$ cat src/rtl/spim_pkg.sv
package spim_pkg;

    // Register word index (byte address bits 6:2).
    typedef enum logic [4:0] {
        W_GIE   = 5'h07,
        W_ISR   = 5'h08,
        W_IER   = 5'h0A,
        W_SRST  = 5'h10,
        W_CTRL  = 5'h18,
        W_STAT  = 5'h19,
        W_TXD   = 5'h1A,
        W_RXD   = 5'h1B,
        W_SSEL  = 5'h1C,
        W_TXOCC = 5'h1D,
        W_RXOCC = 5'h1E
    } reg_word_e;

    typedef struct packed {
        logic lsb_first;   // bit 9
        logic hold;        // bit 8
        logic manual_ss;   // bit 7
        logic rx_flush;    // bit 6
        logic tx_flush;    // bit 5
        logic cpha;        // bit 4
        logic cpol;        // bit 3
        logic master;      // bit 2
        logic enable;      // bit 1
        logic loopback;    // bit 0
    } ctrl_t;

    localparam ctrl_t CTRL_RST = ctrl_t'(10'h180);
    localparam logic [31:0] SRST_KEY = 32'h0000_000A;

    localparam int unsigned IRQ_W       = 9;
    localparam int unsigned IB_TX_EMPTY = 2;
    localparam int unsigned IB_TX_OVF   = 3;
    localparam int unsigned IB_RX_FULL  = 4;
    localparam int unsigned IB_RX_OVR   = 5;
    localparam int unsigned IB_TX_HALF  = 7;
    localparam int unsigned IB_RX_NE    = 8;

    function automatic logic out_bit(logic [7:0] cur, logic lsb);
        return lsb ? cur[0] : cur[7];
    endfunction

    function automatic logic [7:0] shift_out(logic [7:0] cur, logic lsb);
        return lsb ? {1'b0, cur[7:1]} : {cur[6:0], 1'b0};
    endfunction

    function automatic logic [7:0] shift_in(logic [7:0] cur, logic b, logic lsb);
        return lsb ? {b, cur[7:1]} : {cur[6:0], b};
    endfunction

endpackage

$ cat src/rtl/spim_fifo.sv
module spim_fifo #(
    parameter int unsigned WIDTH = 8,
    parameter int unsigned DEPTH = 16,
    localparam int unsigned CW = $clog2(DEPTH + 1),
    localparam int unsigned PW = (DEPTH > 1) ? $clog2(DEPTH) : 1
) (
    input  logic             clk,
    input  logic             rst,
    input  logic             flush,
    input  logic             push,
    input  logic             pop,
    input  logic [WIDTH-1:0] din,
    output logic [WIDTH-1:0] dout,
    output logic [CW-1:0]    count,
    output logic             empty,
    output logic             full
);
    logic [WIDTH-1:0] mem [DEPTH];
    logic [PW-1:0]    rd_ptr, wr_ptr;
    logic             do_push, do_pop;

    assign empty   = (count == '0);
    assign full    = (count == CW'(DEPTH));
    assign do_push = push && !full;
    assign do_pop  = pop && !empty;
    assign dout    = mem[rd_ptr];

    function automatic logic [PW-1:0] bump(logic [PW-1:0] p);
        return (p == PW'(DEPTH - 1)) ? '0 : p + 1'b1;
    endfunction

    always_ff @(posedge clk) begin
        if (do_push) mem[wr_ptr] <= din;
    end

    always_ff @(posedge clk) begin
        if (rst || flush) begin
            rd_ptr <= '0;
            wr_ptr <= '0;
            count  <= '0;
        end else begin
            if (do_push) wr_ptr <= bump(wr_ptr);
            if (do_pop)  rd_ptr <= bump(rd_ptr);
            count <= count + CW'(do_push) - CW'(do_pop);
        end
    end

    a_r7_count_bound: assert property (@(posedge clk) disable iff (rst)
        count <= CW'(DEPTH));

    a_r8_full_drops: assert property (@(posedge clk) disable iff (rst)
        (push && full && !pop && !flush) |=> (count == $past(count)));

endmodule

$ cat src/rtl/spim_shift.sv
module spim_shift
    import spim_pkg::*;
#(
    parameter int unsigned SCK_DIV = 2
) (
    input  logic       clk,
    input  logic       rst,
    input  logic       go,
    input  logic       tx_avail,
    input  logic [7:0] tx_byte,
    input  logic       cpol,
    input  logic       cpha,
    input  logic       lsb_first,
    input  logic       loopback,
    input  logic       miso,
    output logic       tx_pop,
    output logic       sck,
    output logic       mosi,
    output logic       busy,
    output logic       rx_push,
    output logic [7:0] rx_byte
);
    localparam int unsigned DW = (SCK_DIV > 1) ? $clog2(SCK_DIV) : 1;

    logic       busy_q, lvl_q, tick;
    logic [3:0] edge_q;
    logic [7:0] tx_sh, rx_sh, rx_next;
    logic       miso_in, sample_now, shift_now, last_edge;

    generate
        if (SCK_DIV == 1) begin : g_nodiv
            assign tick = busy_q;
        end else begin : g_div
            logic [DW-1:0] div_q;
            always_ff @(posedge clk) begin
                if (rst || tx_pop || !busy_q || tick) div_q <= '0;
                else                                  div_q <= div_q + 1'b1;
            end
            assign tick = busy_q && (div_q == DW'(SCK_DIV - 1));
        end
    endgenerate

    assign tx_pop     = !busy_q && go && tx_avail;
    assign mosi       = out_bit(tx_sh, lsb_first);
    assign miso_in    = loopback ? mosi : miso;
    assign rx_next    = shift_in(rx_sh, miso_in, lsb_first);
    // even edges leave the rest level, odd edges return to it
    assign sample_now = tick && (cpha ? edge_q[0] : !edge_q[0]);
    assign shift_now  = tick && (cpha ? (!edge_q[0] && edge_q != 4'd0) : edge_q[0]);
    assign last_edge  = tick && (edge_q == 4'd15);
    assign rx_push    = last_edge;
    assign rx_byte    = sample_now ? rx_next : rx_sh;
    assign sck        = cpol ^ lvl_q;
    assign busy       = busy_q;

    always_ff @(posedge clk) begin
        if (rst) begin
            busy_q <= 1'b0;
            lvl_q  <= 1'b0;
            edge_q <= '0;
            tx_sh  <= '0;
            rx_sh  <= '0;
        end else if (tx_pop) begin
            busy_q <= 1'b1;
            lvl_q  <= 1'b0;
            edge_q <= '0;
            tx_sh  <= tx_byte;
            rx_sh  <= '0;
        end else if (tick) begin
            lvl_q  <= ~lvl_q;
            edge_q <= edge_q + 1'b1;
            if (sample_now) rx_sh <= rx_next;
            if (shift_now)  tx_sh <= shift_out(tx_sh, lsb_first);
            if (last_edge)  busy_q <= 1'b0;
        end
    end

    a_r3_sck_rest: assert property (@(posedge clk) disable iff (rst)
        !busy_q |-> (sck == cpol));

    a_r2_pop_starts: assert property (@(posedge clk) disable iff (rst)
        tx_pop |=> busy_q);

    a_r5_one_push: assert property (@(posedge clk) disable iff (rst)
        rx_push |=> !rx_push);

endmodule

$ cat src/rtl/spim_irq.sv
module spim_irq #(
    parameter int unsigned W = 9
) (
    input  logic         clk,
    input  logic         rst,
    input  logic [W-1:0] ev,
    input  logic         clr_we,
    input  logic [W-1:0] clr_mask,
    input  logic [W-1:0] en_mask,
    input  logic         gie,
    output logic [W-1:0] flags,
    output logic         irq
);
    always_ff @(posedge clk) begin
        if (rst) flags <= '0;
        else     flags <= (flags & ~(clr_we ? clr_mask : '0)) | ev;
    end

    assign irq = gie && |(flags & en_mask);

    a_r10_event_latches: assert property (@(posedge clk) disable iff (rst)
        (ev != '0) |=> ((flags & $past(ev)) == $past(ev)));

    a_r10_irq_gated: assert property (@(posedge clk) disable iff (rst)
        irq |-> gie);

endmodule

$ cat src/rtl/spim_ctrl.sv
module spim_ctrl
    import spim_pkg::*;
#(
    parameter int unsigned NUM_SS     = 32,
    parameter int unsigned FIFO_DEPTH = 16,
    parameter int unsigned SCK_DIV    = 2
) (
    input  logic              clk,
    input  logic              rst,
    input  logic              reg_wr,
    input  logic              reg_rd,
    input  logic [6:0]        reg_addr,
    input  logic [31:0]       reg_wdata,
    output logic [31:0]       reg_rdata,
    output logic              sck,
    output logic              mosi,
    input  logic              miso,
    output logic [NUM_SS-1:0] ss_n,
    output logic              irq
);
    localparam int unsigned CW = $clog2(FIFO_DEPTH + 1);
    localparam int unsigned PW = (FIFO_DEPTH > 1) ? $clog2(FIFO_DEPTH) : 1;

    reg_word_e   word;
    logic        aligned, wr_hit, rd_hit;
    logic        srst, rst_all;
    ctrl_t       ctrl_q, ctrl_wval;
    logic [NUM_SS-1:0] ss_q;
    logic [IRQ_W-1:0]  ier_q, isr, ev;
    logic        gie_q;

    assign word    = reg_word_e'(reg_addr[6:2]);
    assign aligned = (reg_addr[1:0] == 2'b00);
    assign wr_hit  = reg_wr && aligned;
    assign rd_hit  = reg_rd && aligned;
    assign srst    = wr_hit && (word == W_SRST) && (reg_wdata == SRST_KEY);
    assign rst_all = rst || srst;

    logic wr_ctrl, tx_flush, rx_flush, tx_push, rx_pop, go;
    assign wr_ctrl  = wr_hit && (word == W_CTRL);
    assign tx_flush = wr_ctrl && reg_wdata[5];
    assign rx_flush = wr_ctrl && reg_wdata[6];
    assign tx_push  = wr_hit && (word == W_TXD);
    assign rx_pop   = rd_hit && (word == W_RXD);
    assign go       = ctrl_q.enable && ctrl_q.master && !ctrl_q.hold;

    always_comb begin
        ctrl_wval          = ctrl_t'(reg_wdata[9:0]);
        ctrl_wval.tx_flush = 1'b0;
        ctrl_wval.rx_flush = 1'b0;
    end

    always_ff @(posedge clk) begin
        if (rst_all) begin
            ctrl_q <= CTRL_RST;
            ss_q   <= '1;
            ier_q  <= '0;
            gie_q  <= 1'b0;
        end else if (wr_hit) begin
            case (word)
                W_CTRL:  ctrl_q <= ctrl_wval;
                W_SSEL:  ss_q   <= reg_wdata[NUM_SS-1:0];
                W_IER:   ier_q  <= reg_wdata[IRQ_W-1:0];
                W_GIE:   gie_q  <= reg_wdata[31];
                default: ;
            endcase
        end
    end

    // FIFOs
    logic [7:0]    tx_dout, rx_dout, sh_rx_byte;
    logic [CW-1:0] tx_count, rx_count;
    logic          tx_empty, tx_full, rx_empty, rx_full;
    logic          sh_tx_pop, sh_rx_push, sh_busy;

    spim_fifo #(.WIDTH(8), .DEPTH(FIFO_DEPTH)) u_txq (
        .clk(clk), .rst(rst_all), .flush(tx_flush), .push(tx_push), .pop(sh_tx_pop),
        .din(reg_wdata[7:0]), .dout(tx_dout), .count(tx_count),
        .empty(tx_empty), .full(tx_full)
    );

    spim_fifo #(.WIDTH(8), .DEPTH(FIFO_DEPTH)) u_rxq (
        .clk(clk), .rst(rst_all), .flush(rx_flush), .push(sh_rx_push), .pop(rx_pop),
        .din(sh_rx_byte), .dout(rx_dout), .count(rx_count),
        .empty(rx_empty), .full(rx_full)
    );

    spim_shift #(.SCK_DIV(SCK_DIV)) u_eng (
        .clk(clk), .rst(rst_all), .go(go), .tx_avail(!tx_empty), .tx_byte(tx_dout),
        .cpol(ctrl_q.cpol), .cpha(ctrl_q.cpha), .lsb_first(ctrl_q.lsb_first),
        .loopback(ctrl_q.loopback), .miso(miso), .tx_pop(sh_tx_pop), .sck(sck),
        .mosi(mosi), .busy(sh_busy), .rx_push(sh_rx_push), .rx_byte(sh_rx_byte)
    );

    // interrupt events
    always_comb begin
        ev              = '0;
        ev[IB_TX_OVF]   = tx_push && tx_full;
        ev[IB_RX_OVR]   = sh_rx_push && rx_full;
        ev[IB_RX_NE]    = sh_rx_push && !rx_full;
        ev[IB_RX_FULL]  = sh_rx_push && !rx_full && !rx_pop
                          && (rx_count == CW'(FIFO_DEPTH - 1));
        ev[IB_TX_EMPTY] = sh_rx_push && tx_empty;
        ev[IB_TX_HALF]  = sh_tx_pop && !(tx_push && !tx_full)
                          && (tx_count == CW'(FIFO_DEPTH / 2 + 1));
    end

    spim_irq #(.W(IRQ_W)) u_irq (
        .clk(clk), .rst(rst_all), .ev(ev),
        .clr_we(wr_hit && (word == W_ISR)), .clr_mask(reg_wdata[IRQ_W-1:0]),
        .en_mask(ier_q), .gie(gie_q), .flags(isr), .irq(irq)
    );

    assign ss_n = (ctrl_q.manual_ss || sh_busy) ? ss_q : '1;

    // register read mux
    logic [PW-1:0] tx_occ, rx_occ;
    assign tx_occ = tx_empty ? '0 : PW'(tx_count - 1'b1);
    assign rx_occ = rx_empty ? '0 : PW'(rx_count - 1'b1);

    always_comb begin
        reg_rdata = '0;
        if (aligned) begin
            case (word)
                W_GIE:   reg_rdata[31] = gie_q;
                W_ISR:   reg_rdata[IRQ_W-1:0] = isr;
                W_IER:   reg_rdata[IRQ_W-1:0] = ier_q;
                W_CTRL:  reg_rdata[9:0] = ctrl_q;
                W_STAT:  reg_rdata[5:0] = {1'b1, 1'b0, tx_full, tx_empty, rx_full, rx_empty};
                W_RXD:   reg_rdata[7:0] = rx_empty ? 8'h00 : rx_dout;
                W_SSEL:  reg_rdata[NUM_SS-1:0] = ss_q;
                W_TXOCC: reg_rdata[PW-1:0] = tx_occ;
                W_RXOCC: reg_rdata[PW-1:0] = rx_occ;
                default: ;
            endcase
        end
    end

    a_r2_hold_blocks: assert property (@(posedge clk) disable iff (rst)
        !go |-> !sh_tx_pop);

    a_r6_auto_release: assert property (@(posedge clk) disable iff (rst)
        (!ctrl_q.manual_ss && !sh_busy) |-> (ss_n == '1));

    a_r9_flush_empties: assert property (@(posedge clk) disable iff (rst)
        (tx_flush && !srst) |=> (tx_count == '0));

    a_r11_key_resets: assert property (@(posedge clk) disable iff (rst)
        srst |=> (ctrl_q == CTRL_RST && isr == '0 && !gie_q));

endmodule

$ cat config.mk
export PLATFORM = sky130hd
export DESIGN_NAME = spim_ctrl
export DESIGN_NICKNAME = d
export VERILOG_FILES = /design/src/rtl/spim_pkg.sv /design/src/rtl/spim_fifo.sv /design/src/rtl/spim_shift.sv /design/src/rtl/spim_irq.sv /design/src/rtl/spim_ctrl.sv
export SDC_FILE = /design/constraint.sdc
export NUM_CORES = 1
export LEC_CHECK = 0
export ABC_AREA = 1
export BUFFER_PORTS_ARGS = -buffer_cell sky130_fd_sc_hd__buf_4
export CORE_ASPECT_RATIO = 1.1
export CORE_MARGIN = 3
export CORE_UTILIZATION = 52
export DETAILED_ROUTE_END_ITERATION = 8
export GPL_TIMING_DRIVEN = 0
export PLACE_DENSITY = 0.7
export SYNTH_ARGS = -nofsm -noshare
export SYNTH_HDL_FRONTEND = slang
export SYNTH_SLANG_ARGS = --single-unit
$ cat constraint.sdc
create_clock -name clk -period 3.6 [get_ports clk]
set_input_delay 0.36 -clock clk [delete_from_list [all_inputs] [get_ports clk]]
set_output_delay 0.36 -clock clk [all_outputs]
set_load 0.03 [all_outputs]
==> results_dict.tcl, run 1 <==
set metrics [dict create \
    status "finished clean" \
    ys_types 40 \
    synth_top_area_cell "edfxtp_1" \
    wirelength_um 44700 \
    drc 0 \
    start_kind "flop" \
    h-tree-depth 2 \
    internal-power_w 0.00687 \
    grt_max_degree 22 \
    clock_path_buffers 3 \
    post_cts_resized 0 \
    nets 2135 \
    hold_path_end "ss_q[19]$_SDFFE_PP1P_" \
    drtAntennaViolNets 0 \
    hold_path_class "input pin to flop" \
    clock_skew_ps 27.0 \
    gp_congestion 0.947 \
    cts_setup_buffers 0 \
    cts_hold_buffers 0 \
    netlist_top_cells_area "edfxtp_1, dfxtp_1, nand2_1, nand3_1, inv_1" \
    viasPerCell 5.41 \
    avgSynthCellArea_um2 9.04 \
    worst_slew_pin_slew_ps 1200 \
    seq_power_share_pct 52.4 \
    cts_made_buffers 38 \
    critPathKind "flop to primary output" \
    cpLargestDelayFamily "buffers and inverters" \
    n_antenna_cell 0 \
    dp_hpwl_um 31600 \
    grt_pass1_wl_um 69400 \
    clock.fmax_ghz 0.318 \
    overflow 0 \
    grt_pass1_vias 13100 \
    power.switching_w 0.00179 \
    whs_ps 81.5 \
    fp.dieW_um 179 \
    syn_to_final_growth_pct 15.4 \
    vias 13600 \
    tns_ps 0 \
    rr_worst_depth 16 \
    ys_top_cells_by_count "nand2_1, inv_1, edfxtp_1" \
    synth_area_um2 17200 \
    io_pins 111 \
    io_buffer_count 110 \
    final_layout_size_suffix_gt1_share_pct 11.7 \
    place_ws_ps 558 \
    grt_use_total_pct 25.3 \
    crit_fanout 10 \
    cp.required_ps 3240 \
    ir_drop_uv 407 \
    die-area_um2 35300 \
    synth_seq_cells 372 \
    netSwitchingFraction_pct 20.7 \
    yosysSeqAreaShare_pct 58.2 \
    start_util_pct 53.0 \
    n_fill_cell 2774 \
    clockPowerShare_pct 45.4 \
    synth_flop_cell "edfxtp_1" \
    slowest_delay_ps 440 \
    cts.reportedPaths.clkPinSlew_ps 60 \
    netlist_instances 1902 \
    fin_crit_ps 3140 \
    die_h_um 197 \
    multi_input_area_um2 5740 \
    crit_chain "buf_2 -> buf_1 -> o211ai_1 -> nand3_1 -> nand3_1 -> nand2_1 -> nand2_1 -> a21oi_1 -> buf_4" \
    r2r-end "u_txq.count[4]$_SDFF_PP0_" \
    syn-num-nets 1981 \
    synthMostInstantiatedCell "nand2_1" \
    wl_per_cell_um 17.8 \
    hold_depth 3 \
    max-slew-margin-rel_pct 19.1 \
    ys_async_sr_fraction_pct 0 \
    core_um2 32500 \
    clock_sinks 372 \
    post-route-period-util_pct 87.3 \
    arrival_ps 2780 \
    row_count 69 \
    drt-pass1-iter-count 5 \
    reg2reg_from "u_txq.count[1]$_SDFF_PP0_" \
    p_leak_nw 8.16 \
    crit_slowest_cell "buf_1" \
    power_density_nw_per_um2 436 \
    clock-root-buffer "clkbuf_16" \
    drv_cap 0 \
    finalHoldViolCount 0 \
    cts_tree "built" \
    setup_viol 0 \
    clock_latency_ps 540 \
    regToRegSetupSlack_ps 530 \
    slew_violations 0 \
    synth_top_area_share_pct 44.7 \
    rsz0062_at_grt "false" \
    cp_num_buf_inv 3 \
    setup_slack_ps 458 \
    yosysWarnings 0 \
    regArea_um2 10000 \
    p_comb_share_pct 2.2 \
    synth_edf_count 256 \
    first_iter_violations 1190 \
    end_kind "primary output" \
    worstHoldStart "reg_wdata[19]" \
    grt_antenna_before_repair 0 \
]
placed cells by master, fill, tap and decap left out, types with 8 or more instances in the layout:
cell / count
nand2_1: 505
inv_1: 270
edfxtp_1: 256
nand3_1: 228
buf_4: 120
nor2_1: 117
dfxtp_1: 116
a21oi_1: 62
o211ai_1: 62
clkbuf_1: 48
o21ai_0: 47
clkbuf_16: 40
ha_1: 33
nor3_1: 31
buf_2: 29
nand4_1: 15
xor2_1: 14
clkinv_1: 8
metrics by stage:
step	cells	utilization, %	area [µm²]	total power (W)
6_report	2511	61.1	19800	0.00866
2_1_floorplan	1902	-	17200	0.00470
3_5_place_dp	2442	57.3	18600	0.00482
5_1_grt	2511	61.1	19800	0.00887
4_1_cts	2511	61.1	19800	0.00869
3_3_place_gp	2438	57.2	18600	0.00482
power groups by stage:
stage          logic (W)  registers (W)  clock network, W
6_report        0.000189        0.00454           0.00393
5_1_grt         0.000202        0.00454           0.00413
4_1_cts         0.000187        0.00454           0.00396
3_5_place_dp    0.000187        0.00463                 0
3_3_place_gp    0.000184        0.00463                 0
2_1_floorplan  0.0000718        0.00463                 0
cell type report:
class | count | area share (%)
Timing Repair Buffer | 114 | 4.33
Multi-Input combinational cell | 1165 | 28.9
Sequential cell | 372 | 50.4
Tap cell | 426 | 2.69
Clock buffer | 48 | 5.40
Inverter | 277 | 5.26
Buffer | 88 | 2.07
Clock inverter | 21 | 0.895
metal layers:
metal	part of all wire, %	GRT usage [%]	up-vias
met3	7.2	3.87	113
met1	43	35.4	6385
met2	46	40.4	559
met5	0	0	-
li1	-	-	6540
met4	3.5	8.56	0
how the worst max path moves through the flow:
stage / to / depth (start not counted) / slack [ps] / start
floorplan: u_txq.count[4]$_SDFF_PP0_ / 16 / 950 / u_txq.count[1]$_SDFF_PP0_
global placement: u_rxq.mem[8][3]$_DFFE_PP_ / 5 / 240 / u_eng.busy$_SDFFE_PP0P_
detailed placement: u_txq.count[4]$_SDFF_PP0_ / 16 / 560 / u_txq.count[1]$_SDFF_PP0_
CTS: reg_rdata[3] / 9 / 510 / flop
global route: reg_rdata[5] / 8 / 260 / u_rxq.count[1]$_SDFF_PP0_
finish: reg_rdata[7] / 9 / 460 / flop
logic make-up (layout without fill, tap and decap cells):
group | count (synthesis) | in the layout | share of synthesized area, %
simple gates | 922 | 922 | 23.1
mux | 1 | 1 | 0.0582
flops | 372 | 372 | 58.2
fa+ha+maj | 35 | 35 | 2.63
xor+xnor | 22 | 22 | 1.16
compound gates | 185 | 185 | 6.42
buf+inv | 365 | 548 | 8.46
flip-flops by register name, summed over array words and instances (netlist names), 5 cells and up, named ones only:
name,count
u_rxq.count,5
ctrl_q,8
u_rxq.mem,128
u_irq.flags,9
u_eng.rx_sh,8
u_txq.mem,128
ss_q,32
u_txq.count,5
u_eng.tx_sh,8
ier_q,9
tightest hold or removal path, stage by stage:
cell,delay [ps]
buf_4,80
nand3_1,60
nand3_1,70
No activity file was read; power rests on OpenSTA's default activity.
==> run 2: changes to the inputs <==
--- a/config.mk
+++ b/config.mk
@@ -6,6 +6,7 @@
 export NUM_CORES = 1
 export LEC_CHECK = 0
 export ABC_AREA = 1
+export ABC_CLOCK_PERIOD_IN_PS = 3600
 export BUFFER_PORTS_ARGS = -buffer_cell sky130_fd_sc_hd__buf_4
 export CORE_ASPECT_RATIO = 1.1
 export CORE_MARGIN = 3
@@ -15,4 +16,5 @@
 export PLACE_DENSITY = 0.7
 export SYNTH_ARGS = -nofsm -noshare
 export SYNTH_HDL_FRONTEND = slang
+export SYNTH_HIERARCHICAL = 1
 export SYNTH_SLANG_ARGS = --single-unit
==> results_dict.tcl, run 2 <==
set metrics [dict create \
    finalHoldViolCount 0 \
    clock_skew_ps 21.6 \
    synth_area_um2 17800 \
    numPlacedInstances 2599 \
    core_um2 33500 \
    end_kind "flop" \
    ys_types 45 \
    overflow 0 \
    grt_pass1_wl_um 71300 \
    clock.fmax_ghz 0.305 \
    power.switching_w 0.00174 \
    slew_violations 0 \
    ir_drop_uv 450 \
    final_common_cell "nand2_1" \
    drc 0 \
    synthMostInstantiatedCell "nand2_1" \
    start_kind "flop" \
    cts.reportedPaths.clkPinSlew_ps 60 \
    fin_crit_ps 3280 \
    max-slew-margin-rel_pct 35.7 \
    nets 2281 \
    synth_flop_cell "edfxtp_1" \
    n_fill_cell 2892 \
    p_leak_nw 8.68 \
    p_comb_share_pct 2.2 \
    hold_path_class "input pin to flop" \
    finalNonFillerCells 2666 \
    grt_pass1_vias 13500 \
    yosysSeqAreaShare_pct 56.2 \
    biggestRegsByFlops "u_rxq/mem: 128 flops, u_txq/mem: 128 flops, ss_q: 32 flops" \
    setup_viol 0 \
    synth_top_area_cell "edfxtp_1" \
    power_density_nw_per_um2 421 \
    worst_slew_pin_slew_ps 962 \
    cts_tree "built" \
    final_cell_mix "nand2_1, edfxtp_1, nand3_1" \
    cts_hold_buffers 0 \
    start_util_pct 53.2 \
    syn_to_final_growth_pct 14.6 \
    synth_seq_cells 372 \
    netlist_instances 2056 \
    crit_fanout 12 \
    ys_top_cells_by_count "nand2_1, edfxtp_1, nand3_1" \
    grt_use_total_pct 24.7 \
    tns_ps 0 \
    rsz0062_at_grt "false" \
    drt-pass1-iter-count 8 \
    netlist_top_cells_area "edfxtp_1, dfxtp_1, nand2_1, nand3_1, inv_1" \
    viasPerCell 5.32 \
    clock_latency_ps 530 \
    internal-power_w 0.00684 \
    n_antenna_cell 0 \
    post-route-period-util_pct 91.0 \
    arrival_ps 3690 \
    avgSynthCellArea_um2 8.66 \
    drtAntennaViolNets 0 \
    synth_top_area_share_pct 43.2 \
    first_iter_violations 1176 \
    die_h_um 200 \
    final_layout_size_suffix_gt1_share_pct 13.6 \
    dp_hpwl_um 32200 \
    status "finished clean" \
    synth_edf_count 256 \
    clock-root-buffer "clkbuf_16" \
    cp.required_ps 4010 \
    netSwitchingFraction_pct 20.2 \
    fp.dieW_um 182 \
    io_pins 111 \
    cts_setup_buffers 0 \
    vias 14200 \
    h-tree-depth 2 \
    wirelength_um 45900 \
    grt_max_degree 21 \
    drv_cap 0 \
    yosysWarnings 6 \
    io_buffer_count 109 \
    grt_antenna_before_repair 0 \
    clock_sinks 372 \
    clock_path_buffers 3 \
    clockPowerShare_pct 44.9 \
    seq_power_share_pct 52.9 \
    gp_congestion 0.967 \
    wl_per_cell_um 17.2 \
    cts_made_buffers 38 \
    critPathKind "flop to flop" \
    ys_async_sr_fraction_pct 0 \
    row_count 70 \
    die-area_um2 36500 \
]
[run 2: cell types whose count changed after synthesis, moves of 15 or more]
cell and change:
a21oi_1 -17, buf_6 +17, clkbuf_1 -22, inv_1 -34, nand2_1 +107, nor2_1 +80
o211ai_1 -57, o21ai_0 -20, o21ai_1 +40, or2_1 +15
[run 2: cell families after synthesis]
family	synth area share [%]
simple gates	28.3
flops	56.2
buf+inv	8.44
compound gates	4.35
fa+ha+maj	2.19
xor+xnor	0.492
other cells	0.0211
[run 2: metrics by stage]
stage | hold WS [ps] | total power, W | cell area, µm² | utilization [%] | setup slack (ps)
final | 80.6 | 0.00858 | 20400 | 60.9 | 323
after global routing | 77.5 | 0.00883 | 20400 | 60.9 | 8.24
after CTS | 62.0 | 0.00865 | 20400 | 60.9 | 67.0
after detailed placement | 451 | 0.00482 | 19200 | 57.3 | 76.6
after global placement | 442 | 0.00482 | 19200 | 57.3 | 122
after floorplan | 435 | 0.00471 | 17800 | - | 688
[run 2: timing repair]
item / in CTS / in global routing
endpoints found under the setup margin: 0 / 2
resized for setup: 0 / 5
endpoints found under the hold margin: 0 / 0
[run 2: path summary, 6_finish.rpt]
| check | start | end | slack [ps] | cells past startpoint |
|---|---|---|---|---|
| worst min-delay path | reg_wdata[24] | ss_q[24]$_SDFFE_PP1P_ | 80 | 3 |
| worst max register to register | u_txq/count[2]$_SDFF_PP0_ | u_txq/count[4]$_SDFF_PP0_ | 320 | 19 |
| worst max-delay path | u_txq/count[2]$_SDFF_PP0_ | u_txq/count[4]$_SDFF_PP0_ | 320 | 19 |
| worst min register to register | u_eng/g_div.div_q$_SDFF_PP0_ | u_eng/g_div.div_q$_SDFF_PP0_ | 460 | 1 |
[run 2: layout make-up]
type	instances	area [µm²]	share of cell area, %
flip-flops and latches	372	10000	49.1
multi-input cells	1348	6310	30.9
clock buffers	55	1090	5.33
inverters	252	957	4.69
repair buffers	109	818	4.01
plain buffers	86	549	2.69
well taps	432	541	2.65
clock inverters	12	121	0.595
[run 2: routing by layer]
layer  wire, µm  global-route usage [%]  vias up
met5          0                       0        -
met4       1550                    8.94        0
met3       3120                    3.57      107
met2      22300                    42.8      573
met1      19000                    32.0     6590
li1           -                       -     6926
[run 2: worst max-delay path, cell delays in order (launching register included)]
cell	delay, ps
dfxtp_1	350
inv_1	100
ha_1	190
nand3_2	150
inv_2	130
inv_1	100
nand3_4	170
clkinvlp_4	250
nand2_2	170
inv_1	100
ha_1	280
inv_1	40
ha_1	200
fa_1	420
nand2_1	110
nand2_1	70
a21oi_1	170
nand2_1	70
nand2_1	60
nor2_1	40
[run 2: power by group through the flow]
stage / clock [W] / combinational [W] / sequential, W
floorplan: 0 / 0.0000768 / 0.00463
global placement: 0 / 0.000185 / 0.00463
detailed placement: 0 / 0.000186 / 0.00463
CTS: 0.00392 / 0.000188 / 0.00454
global route: 0.00409 / 0.000205 / 0.00454
finish: 0.00385 / 0.000188 / 0.00454
==> run 3: changes to the inputs <==
--- a/config.mk
+++ b/config.mk
@@ -6,7 +6,7 @@
 export NUM_CORES = 1
 export LEC_CHECK = 0
 export ABC_AREA = 1
-export ABC_CLOCK_PERIOD_IN_PS = 3600
+export ABC_CLOCK_PERIOD_IN_PS = 3150
 export BUFFER_PORTS_ARGS = -buffer_cell sky130_fd_sc_hd__buf_4
 export CORE_ASPECT_RATIO = 1.1
 export CORE_MARGIN = 3
==> constraint.sdc (replaced) <==
create_clock -name clk -period 3.15 [get_ports clk]
set_input_delay 0.315 -clock clk [delete_from_list [all_inputs] [get_ports clk]]
set_output_delay 0.315 -clock clk [all_outputs]
set_load 0.03 [all_outputs]
==> results_dict.tcl, run 3 (synthesized netlist as in run 2, its figures left out) <==
set metrics [dict create \
    status "finished clean" \
    dp_hpwl_um 32200 \
    h-tree-depth 2 \
    cp.required_ps 2830 \
    max-slew-margin-rel_pct 36.5 \
    start_kind "flop" \
    syn_to_final_growth_pct 14.9 \
    wl_per_cell_um 17.2 \
    regToRegSetupSlack_ps 250 \
    drv_cap 0 \
    die_h_um 200 \
    vias 14100 \
    cts_tree "built" \
    power_density_nw_per_um2 480 \
    io_pins 111 \
    hold_depth 3 \
    drc 0 \
    die-area_um2 36500 \
    crit_fanout 10 \
    start_util_pct 53.2 \
    clock_skew_ps 22.4 \
    tns_ps 0 \
    first_iter_violations 1163 \
    clock_path_buffers 3 \
    numPlacedInstances 2599 \
    grt_use_total_pct 24.7 \
    slew_violations 0 \
    setup_viol 0 \
    hold_path_class "input pin to flop" \
    power_w 0.00981 \
    biggestRegsByFlops "u_rxq/mem: 128 flops, u_txq/mem: 128 flops, ss_q: 32 flops" \
    drt-pass1-iter-count 7 \
    arrival_ps 2670 \
    fin_util_pct 61.1 \
    finalNonFillerCells 2671 \
    grt_antenna_before_repair 0 \
    clock-root-buffer "clkbuf_16" \
    cts_made_buffers 38 \
    clock_sinks 372 \
    grt_pass1_wl_um 71300 \
    grt_max_degree 21 \
    nets 2286 \
    rr_worst_depth 19 \
    cts.reportedPaths.clkPinSlew_ps 60 \
    worst_slew_pin_slew_ps 953 \
    critPathKind "flop to primary output" \
    grt_pass1_vias 13500 \
    gp_congestion 0.967 \
    fin_crit_ps 2980 \
    final_common_cell "nand2_1" \
    ir_drop_uv 513 \
    final_layout_size_suffix_gt1_share_pct 14.1 \
    cts_hold_buffers 0 \
    row_count 70 \
    p_leak_nw 8.73 \
    n_antenna_cell 0 \
    io_buffer_count 109 \
    fp.dieW_um 182 \
    overflow 0 \
    final_cell_mix "nand2_1, edfxtp_1, nand3_1" \
    clock_latency_ps 530 \
    viasPerCell 5.29 \
    drtAntennaViolNets 0 \
    worstHoldStart "reg_wdata[24]" \
    core_um2 33500 \
    clock.fmax_ghz 0.335 \
    post-route-period-util_pct 94.7 \
    end_kind "primary output" \
    reg2reg_from "u_txq/count[2]$_SDFF_PP0_" \
    wirelength_um 45900 \
    finalHoldViolCount 0 \
]
## run 3: final cells by class
| cell class | count | area [µm²] |
|---|---|---|
| Multi-Input combinational cell | 1348 | 6330 |
| Sequential cell | 372 | 10000 |
| Buffer | 86 | 552 |
| Inverter | 252 | 958 |
| Tap cell | 432 | 541 |
| Clock buffer | 55 | 1090 |
| Fill cell | 2878 | 13000 |
| Timing Repair Buffer | 114 | 856 |
| Clock inverter | 12 | 121 |
## run 3: power breakdown
group,total (W),switching (W),internal [W]
registers,0.00519,0.00000349,0.00519
clock network,0.00440,0.00183,0.00257
logic,0.000216,0.000152,0.0000640
total,0.00981,0.00199,0.00782
## run 3: what timing repair did
action / 4_1_cts / 5_1_grt
setup buffers: 0 / 5
resized for setup: 6 / 10
pin swaps: 0 / 2
gates cloned: 0 / 0
endpoints found under the setup margin: 98 / 5
## run 3: per-stage QoR
| step | instance area [µm²] | setup slack, ps | hold slack [ps] |
|---|---|---|---|
| floorplan | 17800 | 238 | 414 |
| global placement | 19200 | -328 | 442 |
| detailed placement | 19200 | -373 | 451 |
| CTS | 20400 | 19.6 | 17.0 |
| global route | 20500 | -6.40 | 32.5 |
| finish | 20500 | 166 | 35.2 |
## run 3: routing by layer
metal	up-vias	track usage (%)	part of all wire, %
met5	-	0	0
met4	0	8.94	3.4
met3	108	3.57	6.4
met2	504	42.8	48
met1	6568	32.0	42
li1	6937	-	-
## run 3: worst paths after layout
check	end
worst min-delay path	ss_q[24]$_SDFFE_PP1P_
worst max register to register	u_txq/count[4]$_SDFF_PP0_
worst min register to register	u_eng/g_div.div_q$_SDFF_PP0_
worst max-delay path	reg_rdata[3]
## run 3: worst max-delay path: stages, from the launching register on
cell	delay, ps
dfxtp_1	330
inv_2	160
buf_2	270
nand2_1	80
nand2_1	80
nand2_1	50
nand3_1	110
nand3_1	150
nand2_1	150
nand2_1	80
nor3_1	200
nor2_1	70
nand3_1	70
nor2_1	40
nor2_1	100
buf_4	180
